**config.mk**
```make
export PLATFORM = sky130hd
export DESIGN_NAME = par_frame_tx
export DESIGN_NICKNAME = d
export VERILOG_FILES = /design/src/rtl/pftx_pkg.sv /design/src/rtl/pftx_byte_fifo.sv /design/src/rtl/pftx_lane_mux.sv /design/src/rtl/pftx_events.sv /design/src/rtl/pftx_engine.sv /design/src/rtl/par_frame_tx.sv
export SDC_FILE = /design/constraint.sdc
export NUM_CORES = 1
export LEC_CHECK = 0
export ABC_AREA = 1
export BUFFER_PORTS_ARGS = -buffer_cell sky130_fd_sc_hd__buf_4
export CAP_MARGIN = 20
export CORE_ASPECT_RATIO = 1.25
export CORE_UTILIZATION = 25
export CTS_BUF_LIST = sky130_fd_sc_hd__clkbuf_16
export CTS_CLUSTER_DIAMETER = 40
export DETAILED_ROUTE_END_ITERATION = 16
export GPL_ROUTABILITY_DRIVEN = 0
export PLACE_DENSITY = 0.4
export SYNTH_ARGS = -nofsm -noshare
export SYNTH_HDL_FRONTEND = slang
export SYNTH_HIERARCHICAL = 1
export SYNTH_SLANG_ARGS = --single-unit
export TNS_END_PERCENT = 30
```
**constraint.sdc**
```tcl
create_clock -name clk -period 4.2 [get_ports clk]
set_clock_uncertainty 0.05 [all_clocks]
set_input_delay 0.63 -clock clk [delete_from_list [all_inputs] [get_ports clk]]
set_output_delay 0.63 -clock clk [all_outputs]
set_load 0.01 [all_outputs]
```
**src/rtl/pftx_pkg.sv**
```systemverilog
package pftx_pkg;
    localparam int BYTE_W  = 8;
    localparam int BUS_W   = 2 * BYTE_W;
    localparam int N_WCODE = 5;
    localparam int WCODE_W = 3;
    localparam int SLICE_W = 3;
    localparam int EV_W    = 3;

    localparam logic [WCODE_W-1:0] W_WIDEST = 3'd4;

    localparam int EV_EMPTY = 0;
    localparam int EV_RSVD  = 1;
    localparam int EV_EOF   = 2;

    typedef enum logic [0:0] {
        ST_IDLE = 1'b0,
        ST_SEND = 1'b1
    } tx_state_e;
endpackage

```
**src/rtl/pftx_byte_fifo.sv**
```systemverilog
module pftx_byte_fifo
    import pftx_pkg::*;
#(
    parameter int DEPTH = 8
) (
    input  logic                     clk,
    input  logic                     rst_n,
    input  logic                     push,
    input  logic [BYTE_W:0]          push_entry,
    input  logic [1:0]               pop_n,
    output logic [BYTE_W:0]          head,
    output logic [BYTE_W:0]          head_next,
    output logic [$clog2(DEPTH+1)-1:0] count,
    output logic                     full
);
    localparam int AW = (DEPTH > 1) ? $clog2(DEPTH) : 1;
    localparam int CW = $clog2(DEPTH + 1);

    typedef struct packed {
        logic [AW-1:0] wp;
        logic [AW-1:0] rp;
        logic [CW-1:0] cnt;
    } fifo_regs_t;

    fifo_regs_t r_d, r_q;
    logic [BYTE_W:0] mem_q [DEPTH];
    logic [AW-1:0]   rp_plus1;
    logic [AW-1:0]   rp_plus2;

    function automatic logic [AW-1:0] wrap_inc(input logic [AW-1:0] p);
        return (p == AW'(DEPTH - 1)) ? '0 : p + 1'b1;
    endfunction

    always_comb begin
        rp_plus1  = wrap_inc(r_q.rp);
        rp_plus2  = wrap_inc(rp_plus1);
        head      = mem_q[r_q.rp];
        head_next = mem_q[rp_plus1];
        count     = r_q.cnt;
        full      = (r_q.cnt == CW'(DEPTH));

        r_d = r_q;
        if (push) begin
            r_d.wp = wrap_inc(r_q.wp);
        end
        unique case (pop_n)
            2'd1:    r_d.rp = rp_plus1;
            2'd2:    r_d.rp = rp_plus2;
            default: r_d.rp = r_q.rp;
        endcase
        r_d.cnt = r_q.cnt + CW'(push) - CW'(pop_n);
    end

    always_ff @(posedge clk or negedge rst_n) begin
        if (!rst_n) begin
            r_q <= '0;
        end else begin
            r_q <= r_d;
        end
    end

    always_ff @(posedge clk) begin
        if (push) begin
            mem_q[r_q.wp] <= push_entry;
        end
    end

    // the engine never takes more entries than are stored
    p_pop_within_count_r12: assert property (@(posedge clk) disable iff (!rst_n)
        CW'(pop_n) <= r_q.cnt);

    // a full buffer never accepts another byte
    p_no_overflow_r12: assert property (@(posedge clk) disable iff (!rst_n)
        (full && pop_n == 2'd0) |=> (r_q.cnt == CW'(DEPTH)) && $stable(r_q.wp));
endmodule

```
**src/rtl/pftx_lane_mux.sv**
```systemverilog
module pftx_lane_mux
    import pftx_pkg::*;
(
    input  logic [BYTE_W-1:0]  lo_byte,
    input  logic [BYTE_W-1:0]  hi_byte,
    input  logic [WCODE_W-1:0] wcode,
    input  logic [SLICE_W-1:0] slice_idx,
    input  logic               msb_first,
    output logic [BUS_W-1:0]   beat
);
    logic [N_WCODE-1:0][BUS_W-1:0] cand;

    for (genvar c = 0; c < N_WCODE - 1; c++) begin : g_narrow
        localparam int LANES  = 1 << c;
        localparam int SLICES = BYTE_W / LANES;
        logic [3:0]        shift;
        logic [BUS_W-1:0]  val;
        int                idx;
        always_comb begin
            idx = int'(slice_idx) & (SLICES - 1);
            if (msb_first) begin
                shift = 4'(BYTE_W - (idx + 1) * LANES);
            end else begin
                shift = 4'(idx * LANES);
            end
            val = BUS_W'((lo_byte >> shift) & 8'((1 << LANES) - 1));
        end
        assign cand[c] = val;
    end

    assign cand[N_WCODE-1] = {hi_byte, lo_byte};

    always_comb begin
        unique case (wcode)
            3'd0:    beat = cand[0];
            3'd1:    beat = cand[1];
            3'd2:    beat = cand[2];
            3'd3:    beat = cand[3];
            default: beat = cand[N_WCODE-1];
        endcase
    end
endmodule

```
**src/rtl/pftx_events.sv**
```systemverilog
module pftx_events
    import pftx_pkg::*;
(
    input  logic            clk,
    input  logic            rst_n,
    input  logic [EV_W-1:0] ev_set,
    input  logic [EV_W-1:0] ev_clear,
    input  logic [EV_W-1:0] ev_enable,
    output logic [EV_W-1:0] status,
    output logic            irq
);
    localparam logic [EV_W-1:0] IMPL_MASK = EV_W'((1 << EV_EMPTY) | (1 << EV_EOF));

    logic [EV_W-1:0] st_d, st_q;

    always_comb begin
        st_d   = ((st_q & ~ev_clear) | ev_set) & IMPL_MASK;
        status = st_q;
        irq    = |(st_q & ev_enable);
    end

    always_ff @(posedge clk or negedge rst_n) begin
        if (!rst_n) begin
            st_q <= '0;
        end else begin
            st_q <= st_d;
        end
    end

    // a set beats a simultaneous clear
    p_set_wins_r11: assert property (@(posedge clk) disable iff (!rst_n)
        ev_set[EV_EOF] |=> status[EV_EOF]);

    // a clear without a set empties the bit
    p_clear_takes_r11: assert property (@(posedge clk) disable iff (!rst_n)
        (ev_clear[EV_EMPTY] && !ev_set[EV_EMPTY]) |=> !status[EV_EMPTY]);

    // the reserved bit never rises
    p_reserved_low_r10: assert property (@(posedge clk) disable iff (!rst_n)
        !ev_set[EV_RSVD] |=> !status[EV_RSVD]);
endmodule

```
**src/rtl/pftx_engine.sv**
```systemverilog
module pftx_engine
    import pftx_pkg::*;
#(
    parameter int LEN_W = 19,
    parameter int CW    = 4
) (
    input  logic               clk,
    input  logic               rst_n,
    input  logic [WCODE_W-1:0] cfg_width,
    input  logic               cfg_msb_first,
    input  logic               cfg_eof_marker,
    input  logic [LEN_W-1:0]   cfg_frame_bits,
    input  logic [BUS_W-1:0]   cfg_idle,
    input  logic               cfg_valid_en,
    input  logic               cfg_gate_en,
    input  logic               start,
    input  logic [BYTE_W:0]    head,
    input  logic [BYTE_W:0]    head_next,
    input  logic [CW-1:0]      count,
    output logic [1:0]         pop_n,
    output logic [BYTE_W-1:0]  lo_byte,
    output logic [BYTE_W-1:0]  hi_byte,
    output logic [WCODE_W-1:0] lane_wcode,
    output logic [SLICE_W-1:0] slice_idx,
    output logic               lane_msb_first,
    input  logic [BUS_W-1:0]   beat,
    output logic [BUS_W-1:0]   bus_q,
    output logic               tx_ready,
    output logic               set_empty,
    output logic               set_eof
);
    localparam int CNT_W = LEN_W - 3;

    typedef struct packed {
        tx_state_e          state;
        logic [WCODE_W-1:0] wcode;
        logic               msb;
        logic               marker;
        logic [CNT_W-1:0]   rem;
        logic [SLICE_W-1:0] slice;
        logic [BYTE_W-1:0]  cur;
        logic               cur_last;
        logic [BUS_W-1:0]   bus;
    } eng_regs_t;

    eng_regs_t          r_d, r_q;
    logic               ovr;
    logic               emit;
    logic               fin;
    logic               need_two;
    logic               byte_last;
    logic [CNT_W-1:0]   frame_bytes;
    logic [CNT_W-1:0]   take;
    logic [SLICE_W-1:0] last_idx;

    always_comb begin
        r_d         = r_q;
        pop_n       = 2'd0;
        set_empty   = 1'b0;
        set_eof     = 1'b0;
        lo_byte     = '0;
        hi_byte     = '0;
        slice_idx   = '0;
        emit        = 1'b0;
        fin         = 1'b0;
        byte_last   = 1'b0;
        ovr         = cfg_valid_en | cfg_gate_en;
        frame_bytes = cfg_frame_bits[LEN_W-1:3];
        need_two    = r_q.marker ? !head[BYTE_W] : (r_q.rem >= CNT_W'(2));
        take        = need_two ? CNT_W'(2) : CNT_W'(1);

        unique case (r_q.wcode)
            3'd0:    last_idx = 3'd7;
            3'd1:    last_idx = 3'd3;
            3'd2:    last_idx = 3'd1;
            default: last_idx = 3'd0;
        endcase

        unique case (r_q.state)
            ST_IDLE: begin
                r_d.bus = cfg_idle;
                if (ovr) begin
                    r_d.bus[BUS_W-1] = 1'b0;
                end
                if (start && (cfg_eof_marker || frame_bytes != '0)) begin
                    r_d.state  = ST_SEND;
                    r_d.wcode  = (cfg_width > W_WIDEST) ? W_WIDEST : cfg_width;
                    r_d.msb    = cfg_msb_first;
                    r_d.marker = cfg_eof_marker;
                    r_d.rem    = frame_bytes;
                    r_d.slice  = '0;
                end
            end
            ST_SEND: begin
                if (r_q.wcode == W_WIDEST) begin
                    lo_byte = head[BYTE_W-1:0];
                    hi_byte = need_two ? head_next[BYTE_W-1:0] : '0;
                    if (count >= (need_two ? CW'(2) : CW'(1))) begin
                        emit    = 1'b1;
                        pop_n   = need_two ? 2'd2 : 2'd1;
                        r_d.rem = r_q.rem - take;
                        fin     = r_q.marker ? (!need_two || head_next[BYTE_W])
                                             : (r_q.rem == take);
                    end
                end else begin
                    slice_idx = r_q.slice;
                    if (r_q.slice == '0) begin
                        lo_byte   = head[BYTE_W-1:0];
                        byte_last = head[BYTE_W];
                        if (count != '0) begin
                            emit         = 1'b1;
                            pop_n        = 2'd1;
                            r_d.cur      = head[BYTE_W-1:0];
                            r_d.cur_last = head[BYTE_W];
                        end
                    end else begin
                        lo_byte   = r_q.cur;
                        byte_last = r_q.cur_last;
                        emit      = 1'b1;
                    end
                    if (emit) begin
                        if (r_q.slice == last_idx) begin
                            r_d.slice = '0;
                            r_d.rem   = r_q.rem - CNT_W'(1);
                            fin       = r_q.marker ? byte_last : (r_q.rem == CNT_W'(1));
                        end else begin
                            r_d.slice = r_q.slice + 1'b1;
                        end
                    end
                end

                if (emit) begin
                    r_d.bus = beat;
                    if (ovr) begin
                        r_d.bus[BUS_W-1] = 1'b1;
                    end
                    if (fin) begin
                        r_d.state = ST_IDLE;
                        set_eof   = 1'b1;
                    end
                end else begin
                    set_empty = 1'b1;
                    if (ovr) begin
                        r_d.bus[BUS_W-1] = 1'b0;
                    end
                end
            end
            default: r_d.state = ST_IDLE;
        endcase

        lane_wcode     = r_q.wcode;
        lane_msb_first = r_q.msb;
        bus_q          = r_q.bus;
        tx_ready       = (r_q.state == ST_IDLE);
    end

    always_ff @(posedge clk or negedge rst_n) begin
        if (!rst_n) begin
            r_q <= '0;
        end else begin
            r_q <= r_d;
        end
    end

    // a start with a zero byte count in length mode leaves the block idle
    p_short_start_ignored_r4: assert property (@(posedge clk) disable iff (!rst_n)
        (tx_ready && start && !cfg_eof_marker && frame_bytes == '0) |=> tx_ready);

    // during a stall the data lines keep their value
    p_stall_hold_r9: assert property (@(posedge clk) disable iff (!rst_n)
        (!tx_ready && !emit) |=> (bus_q[BUS_W-2:0] == $past(bus_q[BUS_W-2:0])));

    // a stall drops the strobe on the top line
    p_valid_drop_r7: assert property (@(posedge clk) disable iff (!rst_n)
        (cfg_valid_en && !tx_ready && !emit) |=> !bus_q[BUS_W-1]);

    // the edge that sends the final beat returns the block to ready
    p_ready_after_eof_r3: assert property (@(posedge clk) disable iff (!rst_n)
        set_eof |=> tx_ready);

    // an end event is only raised together with a beat
    p_eof_with_beat_r10: assert property (@(posedge clk) disable iff (!rst_n)
        set_eof |-> (emit && !set_empty));
endmodule

```
**src/rtl/par_frame_tx.sv**
```systemverilog
module par_frame_tx
    import pftx_pkg::*;
#(
    parameter int FIFO_DEPTH = 8,
    parameter int LEN_W      = 19
) (
    input  logic               clk,
    input  logic               rst_n,
    input  logic [2:0]         cfg_width,
    input  logic               cfg_msb_first,
    input  logic               cfg_eof_marker,
    input  logic [LEN_W-1:0]   cfg_frame_bits,
    input  logic [15:0]        cfg_idle,
    input  logic               cfg_valid_en,
    input  logic               cfg_gate_en,
    input  logic               start,
    input  logic               in_valid,
    input  logic [7:0]         in_data,
    input  logic               in_last,
    output logic               in_ready,
    output logic [15:0]        bus_data,
    output logic               bus_clk_en,
    output logic               tx_ready,
    output logic [2:0]         evt_status,
    input  logic [2:0]         evt_enable,
    input  logic [2:0]         evt_clear,
    output logic               irq
);
    localparam int CW = $clog2(FIFO_DEPTH + 1);

    logic [BYTE_W:0]    head;
    logic [BYTE_W:0]    head_next;
    logic [CW-1:0]      count;
    logic               full;
    logic [1:0]         pop_n;
    logic               push;
    logic [BYTE_W-1:0]  lo_byte;
    logic [BYTE_W-1:0]  hi_byte;
    logic [WCODE_W-1:0] lane_wcode;
    logic [SLICE_W-1:0] slice_idx;
    logic               lane_msb_first;
    logic [BUS_W-1:0]   beat;
    logic               set_empty;
    logic               set_eof;
    logic [EV_W-1:0]    ev_set;

    assign in_ready   = !full;
    assign push       = in_valid && !full;
    assign ev_set     = {set_eof, 1'b0, set_empty};
    assign bus_clk_en = cfg_gate_en ? bus_data[BUS_W-1] : 1'b1;

    pftx_byte_fifo #(.DEPTH(FIFO_DEPTH)) u_fifo (
        .clk        (clk),
        .rst_n      (rst_n),
        .push       (push),
        .push_entry ({in_last, in_data}),
        .pop_n      (pop_n),
        .head       (head),
        .head_next  (head_next),
        .count      (count),
        .full       (full)
    );

    pftx_lane_mux u_lanes (
        .lo_byte   (lo_byte),
        .hi_byte   (hi_byte),
        .wcode     (lane_wcode),
        .slice_idx (slice_idx),
        .msb_first (lane_msb_first),
        .beat      (beat)
    );

    pftx_engine #(.LEN_W(LEN_W), .CW(CW)) u_engine (
        .clk            (clk),
        .rst_n          (rst_n),
        .cfg_width      (cfg_width),
        .cfg_msb_first  (cfg_msb_first),
        .cfg_eof_marker (cfg_eof_marker),
        .cfg_frame_bits (cfg_frame_bits),
        .cfg_idle       (cfg_idle),
        .cfg_valid_en   (cfg_valid_en),
        .cfg_gate_en    (cfg_gate_en),
        .start          (start),
        .head           (head),
        .head_next      (head_next),
        .count          (count),
        .pop_n          (pop_n),
        .lo_byte        (lo_byte),
        .hi_byte        (hi_byte),
        .lane_wcode     (lane_wcode),
        .slice_idx      (slice_idx),
        .lane_msb_first (lane_msb_first),
        .beat           (beat),
        .bus_q          (bus_data),
        .tx_ready       (tx_ready),
        .set_empty      (set_empty),
        .set_eof        (set_eof)
    );

    pftx_events u_events (
        .clk       (clk),
        .rst_n     (rst_n),
        .ev_set    (ev_set),
        .ev_clear  (evt_clear),
        .ev_enable (evt_enable),
        .status    (evt_status),
        .irq       (irq)
    );

    // with gating on, the clock enable never runs while the bus is idle
    p_gate_idle_r8: assert property (@(posedge clk) disable iff (!rst_n)
        (cfg_gate_en && tx_ready && $past(tx_ready)) |-> !bus_clk_en);
endmodule

```
---- Word level (Yosys, flattened, before mapping) ----
Memory sizes are Yosys's and may differ from the RTL's.
Index checks and enable logic that the tools add are counted.
W data, S select, Z words.
storage, ports and cells
  register bits after elaboration ......... 62
  latch bits .............................. 0
  memory bits (writable) .................. 72
  memory bits (read-only) ................. 0
  bits of input ports ..................... 61
  word-level logic and storage cells ...... 148
  memories kept ........................... 1
cells by class
  $add $sub $neg .......................... 14
  $mul .................................... 0
  div/mod/pow operators ................... 0
  order comparisons ....................... 3
  equal/unequal tests ..................... 21
  shift-type cells ........................ 3
  muxes and demuxes ....................... 68
  bitwise operators ....................... 7
  reduce and logical (&&, ||, !) cells .... 17
memories
  name          words  bits a word  read ports  clocked after Yosys merged registers in  write ports  RTL line              source
  u_fifo.mem_q  8      9            2           0                                        1            pftx_byte_fifo.sv:26  logic [BYTE_W:0] mem_q [DEPTH];
operators by type and width
  cell                     count
  $pmux W16 S4             1
  $mux W16                 3
  $mux W8                  5
  $pmux W19 S2             1
  $pmux W16 S2             1
  $mux W1                  31
  $mux W25                 1
  $mux W3                  7
  $mux W19                 1
  $mux W9                  2
  $eq A16 B1 Y1 const B    1
  $eq A16 B16 Y1           1
  $ge A16 B2 Y1 const B    1
  $reduce_bool A16 Y1      1
  $sub A16 B1 Y16 const B  1
  $sub A16 B16 Y16         1
  $mux W15                 1
  $mux W2                  7
  $add A3 B1 Y3 const B    4
  $eq A3 B3 Y1 const B     4
  $mux W12                 1
  $mux W4                  3
  $ne A3 B3 Y1 const B     4
  $sub A4 B4 Y4 const A    3
  36 further kinds         47

---- Longest topological paths before layout ----
Gate-level depths: netlist of run 1.
An unclocked memory read counts as a cell.
  depth after elaboration ................. 13
  mapped depth ............................ 24

---- By module ----
The synthesis of run 1 kept the hierarchy.
by module, submodules not included
  module          times used  cells an instance  area an instance (um^2)  seq. area each (um^2)
  pftx_byte_fifo  1           524                4464.3                   2412.3
  pftx_engine     1           547                3598.5                   1251.2
  pftx_lane_mux   1           105                539.3                    0.0
  pftx_events     1           15                 102.6                    50.0
  par_frame_tx    1           6                  25.0                     0.0

---- Worst setup path after synthesis of run 1 ----
OpenSTA, ideal clock, no wires.
  path type ............................... flip-flop to flip-flop
  from .................................... reg u_fifo/r_q[5] (netlist name)
  to ...................................... reg u_fifo.r_q (netlist bit u_fifo/count[2])
  setup time .............................. 0.123 ns
  arrival ................................. 3.621 ns
  required time ........................... 4.027 ns
  slack ................................... 0.407 ns
  stages on the path, launching flop included .. 24
  buffers on the path ..................... 4
  cells stage by stage .................... dfrtp_1 -> buf_2 -> inv_2 -> buf_2 -> o211ai_1 -> nand2_1 -> nand2_1 -> nand2_1 -> inv_1 -> o21ai_0 -> buf_2 -> ha_1 -> a21boi_0 -> nor2_1 -> inv_1 -> nand2_1 -> buf_2 -> o21ai_0 -> ha_1 -> inv_1 -> ha_1 -> inv_1 -> fa_1 -> xnor2_1
RTL lines
  item                    RTL line              source
  from (decl)             pftx_byte_fifo.sv:25  fifo_regs_t r_d, r_q;
  from (signal assigned)  pftx_byte_fifo.sv:58  r_q <= r_d;

==> flow_summary.toml, run 1 <==
[layout]
synthToLayoutAreaGrowth_pct = 17.3
layout-drive-gt1-share_pct = 13.4
final_cells = 1731
nFillCells = 3844
regArea_sq_um = 3710
n_antenna_cell = 0
nets = 1337
design_area_sq_um = 10200
multi_input_area_sq_um = 3940

[detailed_routing]
antenna_left = 0
route.met2.wl_mm = 12.7
routed_wl_mm = 26.1
dr.pass1.iters = 5
post_drt_wl_per_cell_um = 15.1
viasPerCell = 4.35
met3_length_um = 994
first_iter_violations = 412
wl_met1_mm = 11.9
highest_layer = "met4"
drc = 0
via_count = 7531

[timing]
rsz0062_at_grt = "false"
slew_headroom_pct = 41.2
setup_tns_ns = 0
final_max_slew_viol_count = 0
setup_viol = 0
hold_viol_final = 0
finalCritPeriodShare_pct = 82.8
clock.fmax_mhz = 287
worstMarginPinSlew_ns = 0.882
period_minus_slack_ns = 3.48

[clock_network]
holdBufCountCts = 0
cts-root-buf = "clkbuf_16"
cts_resized = 0
numCtsBuffers = 17
clockBufferDepth = 2
clock_sinks = 134
cts_setup_buffers = 0
cts_tree = "yes"
h-tree-depth = 4
clk_pin_slew_worst_paths_ns = 0.07
worst_skew_pair.late_latency_ns = 0.43

[global_route]
antenna_found_initial = 0
grt_max_degree = 68
grt_pass1_wl_mm = 42.1
grt_pass1_vias = 7589
track_usage_pct = 15.4
grt-ovfl-total = 0

[floorplan]
row_count = 76
fp.dieW_um = 169
die_h_um = 211
coreArea_sq_um = 34400
die-area_sq_um = 35700
start_util_pct = 25.3
ios = 84

[power_and_ir_drop]
power_density_nw_per_um2 = 849
ir_drop_uv = 368
leakagePower_uw = 0.00500
total_power_uw = 8690

[run_status]
status = "complete, no violations"

[logic_synthesis]
yosys_warnings = 6
synthCells = 1196
syn-num-nets = 1282
syn_avg_cell_area_sq_um = 7.30
syn_area_sq_um = 8730

[placement]
post_dp_cell_area_sq_um = 9670
dpl.hpwl_mm = 18.2
dp.cells = 1700
port_buffers = 77

[critical_path]
reg2reg_slack_ns = 0.72
rr_worst_depth = 17
start_kind = "flop"
crit_type = "flop to flop"
crit_path_end_kind = "flop"
timing.rr.end = "u_fifo/count[2]"
worstPathMaxFanout = 6
cp.arrival_ns = 3.74
crit_required_ns = 4.46
rr_startpoint = "u_engine/r_q[36]"

[min_path]
hold_path.class = "primary input to asynchronous set/reset pin"

[job]
drv_cap = 0
## worst max-delay path, cell delays in order (launching register included)
cell and delay, ns:
dfrtp_1 0.44, nor2_1 0.26, nand2_1 0.11, nor2_1 0.23, nand4_1 0.13, o21ai_0 0.18
ha_1 0.30, a21boi_0 0.12, nor2_1 0.20, inv_1 0.06, nand2_1 0.07, o21ai_0 0.13
ha_1 0.32, inv_1 0.05, ha_1 0.15, inv_1 0.05, fa_1 0.37, xnor2_1 0.13
## power breakdown
part / switching [uW] / internal (uW) / total, uW / leakage (uW)
registers: 317 / 1800 / 2120 / 0.00142
logic: 3420 / 1670 / 5090 / 0.00330
clock network: 649 / 830 / 1480 / 0.000274
total: 4390 / 4300 / 8690 / 0.00500
## per-layer routing
layer	vias to the layer above	track usage, %
li1	3891	-
met1	3468	19.3
met2	145	26.9
met3	27	2.85
met4	0	4.47
met5	-	0
## per-stage QoR
step                hold slack [ns]  util [%]  setup slack, ns
CTS                           0.305      29.7            0.651
finish                        0.258      29.7            0.721
detailed placement            0.419      28.1            0.693
floorplan                     0.284         -            0.407
global route                  0.340      29.7            0.351
global placement              0.412      28.1            0.714
## worst max-delay path by stage
stage	depth (start not counted)	startpoint	slack (ns)	endpoint
floorplan	23	u_fifo/r_q[5]	0.41	u_fifo/count[2]
global placement	20	u_fifo/r_q[5]	0.71	u_fifo/count[2]
detailed placement	19	u_fifo/r_q[5]	0.69	u_fifo/count[2]
CTS	19	u_fifo/r_q[5]	0.65	u_fifo/count[2]
global route	18	u_engine/r_q[36]	0.35	u_fifo/count[2]
finish	17	u_engine/r_q[36]	0.72	u_fifo/count[2]
## cell type report
class | instances | share of cell area, %
multi-input combinational | 818 | 38.5
sequential | 134 | 36.3
inverter | 179 | 6.59
tap | 468 | 5.72
timing repair buffer | 101 | 7.41
clock buffer | 17 | 4.16
clock inverter | 14 | 1.37
## sequential cells by signal (all words and copies together) (netlist names)
signal and count:
u_engine/lane_wcode 3, u_engine/r_q 30, u_engine/lane_msb_first 1, u_fifo/count 4
u_fifo/r_q 6, u_events/status 2, u_engine/bus_q 16, u_fifo/mem_q 72
## cells in the final DEF, fill, tap and decap left out, drive strengths merged, types with 2 or more instances in the layout
cell type,count
o21ai,46
o22ai,2
nand4,9
o211ai,38
nand3,98
a31oi,3
ha,23
xnor2,3
inv,184
clkinvlp,2
o21bai,2
buf,101
clkinv,6
nand3b,3
clkbuf,17
nand2,426
a21boi,2
fa,2
dfrtp,62
edfxtp,72
xor2,3
nor3,17
a21oi,28
nor2,108
No activity file was read; power rests on OpenSTA's default activity.
==> run 2, diff against run 1 <==
--- a/config.mk
+++ b/config.mk
@@ -14,7 +14,7 @@
 export CTS_CLUSTER_DIAMETER = 40
 export DETAILED_ROUTE_END_ITERATION = 16
 export GPL_ROUTABILITY_DRIVEN = 0
-export PLACE_DENSITY = 0.4
+export PLACE_DENSITY = 0.42
 export SYNTH_ARGS = -nofsm -noshare
 export SYNTH_HDL_FRONTEND = slang
 export SYNTH_HIERARCHICAL = 1
==> constraint.sdc (replaced) <==
create_clock -name clk -period 2.9 [get_ports clk]
set_clock_uncertainty 0.05 [all_clocks]
set_input_delay 0.435 -clock clk [delete_from_list [all_inputs] [get_ports clk]]
set_output_delay 0.435 -clock clk [all_outputs]
set_load 0.01 [all_outputs]
==> flow_summary.toml, run 2 (synthesized netlist as in run 1, its figures left out) <==
[clock_network]
numCtsBuffers = 17
cts_tree = "yes"
clk_pin_slew_worst_paths_ns = 0.06
worst_skew_pair.late_latency_ns = 0.44
h-tree-depth = 4
cts-root-buf = "clkbuf_16"
clockBufferDepth = 2
clock_sinks = 134

[power_and_ir_drop]
p_comb_share_pct = 63.3
sw_frac_of_total_pct = 48.4
clockPowerShare_pct = 15.4
leakagePower_uw = 0.00535
intPower_uw = 7170
p_seq_share_pct = 21.3
ir_drop_uv = 444
p_switching_uw = 6720
power_density_nw_per_um2 = 1260

[critical_path]
start_kind = "flop"
crit_path_max_incr_delay_ns = 0.52
crit_path_end_kind = "flop"
worstPathMaxFanout = 6
reg2reg_slack_ns = -0.19
path_cells = "buf_6 -> o211ai_1 -> nand2_1 -> nand2_1 -> nand2_1 -> inv_2 -> o21ai_4 -> ha_4 -> inv_2 -> a21boi_2 -> nor2_2 -> inv_1 -> nand2_2 -> o21ai_2 -> ha_1 -> inv_2 -> ha_4 -> inv_2 -> fa_2 -> inv_2"
crit_required_ns = 3.19
slowest_stage = "fa_2"
rr_worst_depth = 20
rr_startpoint = "u_fifo/r_q[4]"
crit_type = "flop to flop"
cpMostUsedCell = "inv_2"
cp.arrival_ns = 3.38
timing.rr.end = "u_fifo/count[1]"

[floorplan]
start_util_pct = 25.3
die-area_sq_um = 35700
ios = 84
die_h_um = 211
coreArea_sq_um = 34400
fp.dieW_um = 169
row_count = 76

[global_route]
grt_max_degree = 63
track_usage_pct = 15.3
grt-ovfl-total = 0
grt_pass1_vias = 7766
antenna_found_initial = 0
grt_pass1_wl_mm = 41.6

[detailed_routing]
viasPerCell = 4.28
first_iter_violations = 368
antenna_left = 0
dr.pass1.iters = 10
routed_wl_mm = 26.2
post_drt_wl_per_cell_um = 14.6
via_count = 7702
drc = 1

[timing]
rsz0062_at_grt = "true"
setup_slack_ns = -0.192
slew_headroom_pct = 40.6
hold_viol_final = 0
hold_ws_ns = 0.0519
final_max_slew_viol_count = 0
setup_viol = 3
clock.fmax_mhz = 323
worstMarginPinSlew_ns = 0.890
period_minus_slack_ns = 3.09
finalCritPeriodShare_pct = 107

[layout]
n_antenna_cell = 0
largest_reg_flops = 72
nets = 1403
layout_common_cells = "nand2_1 (404), buf_4 (162), inv_1 (161)"
top_register = "u_fifo/mem_q"
mostFrequentLayoutCell = "nand2_1"
utilization_pct = 31.9
synthToLayoutAreaGrowth_pct = 25.9
layout-drive-gt1-share_pct = 20.9

[min_path]
hold_path.class = "primary input to asynchronous set/reset pin"

[placement]
dpl.hpwl_mm = 19.0
port_buffers = 77

[job]
drv_cap = 0

[run_status]
violations = "DRC, setup timing"
status = "complete, but fails checks"
run 2: cell types whose count changed in the layout (fill, tap and decap cells not counted), sizes merged:
cell | previous run | this run
buf | 101 | 167
clkinvlp | 2 | 3
run 2: layout make-up:
| cell class | count | area [sq um] |
|---|---|---|
| tap | 468 | 586 |
| timing repair buffer | 167 | 1290 |
| inverter | 179 | 679 |
| clock buffer | 17 | 425 |
| clock inverter | 15 | 141 |
| fill | 3813 | 23400 |
| multi-input combinational | 818 | 4150 |
| sequential | 134 | 3720 |
run 2: critical path: cells and delay by family, from the launching register on:
family	cells	cell delay [ns]
adders and majority gates	4	1.18
AOI/OAI and AO/OA	4	0.54
buffers and inverters	7	0.46
DFF	1	0.45
and+or+nand+nor	5	0.33
run 2: power by group through the flow:
stage | sequential (uW) | combinational [uW] | clock, uW
finish | 2960 | 8780 | 2140
global route | 3030 | 9970 | 2270
CTS | 2960 | 8380 | 2210
detailed placement | 2990 | 8330 | 0
global placement | 2980 | 8300 | 0
floorplan | 2900 | 5730 | 0
run 2: routing by layer:
layer | vias to the layer above | track usage, % | wire length, um
li1 | 4022 | - | -
met2 | 137 | 27.9 | 13200
met4 | 0 | 5.37 | 561
met5 | - | 0 | 0
met3 | 34 | 2.72 | 934
met1 | 3509 | 18.0 | 11500
run 2: stage by stage:
step / instances / total power (uW) / instance area (sq um) / setup TNS, ns / worst slack [ns]
after floorplan: 1196 / 8630 / 8830 / -1.10 / -0.455
after global placement: 1759 / 11300 / 10200 / -0.594 / -0.239
after detailed placement: 1759 / 11300 / 10200 / -0.893 / -0.332
after CTS: 1791 / 13500 / 10800 / -0.595 / -0.241
after global routing: 1798 / 15300 / 11000 / -1.49 / -0.412
final: 1798 / 13900 / 11000 / -0.421 / -0.192
run 2: repair_timing:
item                                    in CTS  in global routing
buffers inserted                             0                  7
gates resized for setup                      4                 49
pin swaps                                    3                 20
hold buffers                                 0                  0
endpoints found under the setup margin       8                 25
run 2: how the worst max path moves through the flow:
stage / slack, ns / endpoint / depth (start not counted) / startpoint
floorplan: -0.46 / u_fifo/count[1] / 23 / u_fifo/r_q[5]
global placement: -0.24 / u_fifo/count[1] / 17 / u_engine/r_q[42]
CTS: -0.24 / u_fifo/count[1] / 19 / u_fifo/r_q[4]
detailed placement: -0.33 / u_fifo/count[1] / 19 / u_fifo/r_q[4]
finish: -0.19 / u_fifo/count[1] / 20 / u_fifo/r_q[4]
global route: -0.41 / u_fifo/count[1] / 20 / u_fifo/r_q[4]
==> run 3, diff against run 2 <==
--- a/config.mk
+++ b/config.mk
@@ -6,15 +6,16 @@
 export NUM_CORES = 1
 export LEC_CHECK = 0
 export ABC_AREA = 1
-export BUFFER_PORTS_ARGS = -buffer_cell sky130_fd_sc_hd__buf_4
 export CAP_MARGIN = 20
 export CORE_ASPECT_RATIO = 1.25
-export CORE_UTILIZATION = 25
+export CORE_UTILIZATION = 50
 export CTS_BUF_LIST = sky130_fd_sc_hd__clkbuf_16
 export CTS_CLUSTER_DIAMETER = 40
 export DETAILED_ROUTE_END_ITERATION = 16
+export DONT_BUFFER_PORTS = 1
 export GPL_ROUTABILITY_DRIVEN = 0
-export PLACE_DENSITY = 0.42
+export PLACE_DENSITY = 0.68
+export SETUP_SLACK_MARGIN = 0.2
 export SYNTH_ARGS = -nofsm -noshare
 export SYNTH_HDL_FRONTEND = slang
 export SYNTH_HIERARCHICAL = 1
==> flow_summary.toml, run 3 (synthesized netlist as in run 1, its figures left out) <==
[min_path]
hold_path.class = "primary input to flop"
hp-start = "in_data[3]"

[global_route]
grt_max_degree = 68
track_usage_pct = 25.5
grt_pass1_wl_mm = 35.4
grt-ovfl-total = 0
grt_pass1_vias = 7146
antenna_found_initial = 0

[clock_network]
cts-root-buf = "clkbuf_16"
clk_pin_slew_worst_paths_ns = 0.06
worst_skew_pair.late_latency_ns = 0.42
clock_sinks = 134
h-tree-depth = 4
numCtsBuffers = 17
clockBufferDepth = 2
cts_tree = "yes"

[placement]
port_buffers = 0
dpl.hpwl_mm = 15.2

[critical_path]
cp.arrival_ns = 3.26
path_cells = "buf_6 -> nand2_1 -> o211ai_1 -> nand2_1 -> nand2_1 -> nand2_1 -> inv_2 -> o21ai_4 -> ha_4 -> a21boi_2 -> nor2_2 -> inv_1 -> nand2_2 -> o21ai_2 -> ha_1 -> inv_2 -> ha_4 -> inv_2 -> fa_2 -> inv_1"
cpMostUsedCell = "nand2_1"
crit_required_ns = 3.17
crit_path_start = "u_fifo/r_q[4]"
rr_startpoint = "u_fifo/r_q[4]"
worstPathMaxFanout = 4
crit_path_max_incr_delay_ns = 0.50
slowest_stage = "fa_2"
crit_type = "flop to flop"
crit_path_end_kind = "flop"
start_kind = "flop"

[power_and_ir_drop]
ir_drop_uv = 712
power_density_nw_per_um2 = 1340
leakagePower_uw = 0.00499

[detailed_routing]
via_count = 7668
viasPerCell = 5.27
dr.pass1.iters = 5
routed_wl_mm = 22.4
post_drt_wl_per_cell_um = 15.4
drc = 0
antenna_left = 0
first_iter_violations = 530

[floorplan]
ios = 84
row_count = 53
fp.dieW_um = 120
start_util_pct = 51.4
die_h_um = 150
die-area_sq_um = 18000
coreArea_sq_um = 17000

[timing]
final_max_slew_viol_count = 0
finalCritPeriodShare_pct = 103
period_minus_slack_ns = 2.99
hold_viol_final = 0
worstMarginPinSlew_ns = 0.522
setup_tns_ns = -0.139
setup_slack_ns = -0.0895
rsz0062_at_grt = "true"
setup_viol = 3
clock.fmax_mhz = 335
slew_headroom_pct = 65.1

[layout]
nFillCells = 1517
utilization_pct = 60.3
layout_common_cells = "nand2_1 (390), inv_1 (157), nand3_1 (88)"
regArea_sq_um = 3720
layout-drive-gt1-share_pct = 17.0
n_antenna_cell = 0
largest_reg_flops = 72
multi_input_area_sq_um = 4240
synthToLayoutAreaGrowth_pct = 17.3
top_register = "u_fifo/mem_q"
nets = 1311
mostFrequentLayoutCell = "nand2_1"

[run_status]
status = "complete, but fails checks"
violations = "setup timing"

[job]
drv_cap = 0
-- run 3: cell count changes in the layout (fill, tap and decap cells not counted), moves of 4 or more --
cell,delta
buf_6,+5
nand2_1,-14
inv_1,-4
nor2_1,-7
inv_6,-5
nand2_2,+13
nor2_2,+5
bufinv_16,+4
buf_4,-104
-- run 3: path summary, 6_finish.rpt --
path | cells past startpoint | to | slack, ns
setup / recovery | 20 | u_fifo/count[1] | -0.09
hold / removal | 0 | u_fifo/mem_q[1][3] | 0.06
setup reg to reg | 20 | u_fifo/count[1] | -0.09
hold reg to reg | 2 | u_engine/r_q[19] | 0.43
max in group asynchronous | 2 | u_fifo/r_q[4] | 1.98
min in group asynchronous | 2 | u_engine/bus_q[15] | 0.54
-- run 3: final cells by class --
| cell class | count | area share, % |
|---|---|---|
| clock inverter | 13 | 2.03 |
| timing repair buffer | 73 | 6.60 |
| timing repair inverter | 1 | 0.0733 |
| sequential | 134 | 36.3 |
| inverter | 179 | 6.73 |
| multi-input combinational | 819 | 41.4 |
| clock buffer | 17 | 4.15 |
| tap | 220 | 2.69 |
-- run 3: what timing repair did --
item | in CTS | in global routing
endpoints found under the setup margin | 20 | 40
resized for setup | 10 | 86
endpoints found under the hold margin | 62 | 0
cloned | 0 | 3
hold buffers | 2 | 0
setup buffers | 2 | 14
pin swaps | 7 | 39
-- run 3: metal layers --
layer	GRT usage, %	part of all wire [%]	up-vias
met2	47.2	53	239
met3	3.93	5.4	30
met1	29.8	40	3556
met5	0	0	-
li1	-	-	3843
met4	8.63	1.7	0
-- run 3: power breakdown --
part,total (uW),switching [uW],internal (uW),leakage [uW]
Combinational,8390,5270,3130,0.00327
Sequential,3050,435,2610,0.00142
Clock,2310,801,1510,0.000298
Total,13800,6500,7250,0.00499
-- run 3: critical path: cells and delay by family, from the launching register on --
| family | cells | cell delay, ns |
|---|---|---|
| simple gates | 6 | 0.42 |
| fa+ha+maj | 4 | 1.12 |
| buf+inv | 6 | 0.38 |
| compound gates | 4 | 0.50 |
| flops | 1 | 0.41 |
-- run 3: stage by stage --
step                      hold WS, ns  worst slack (ns)  instance area, sq um  std cells  power [uW]
after floorplan                0.0894            -0.428                  8840       1196        8670
after global placement         0.0911           -0.0915                  9080       1405       10200
after detailed placement       0.0910            -0.137                  9080       1405       10300
after CTS                      0.0469           -0.0839                  9810       1439       12800
after global routing           0.0446            -0.244                 10200       1456       14900
final                          0.0576           -0.0895                 10200       1456       13800
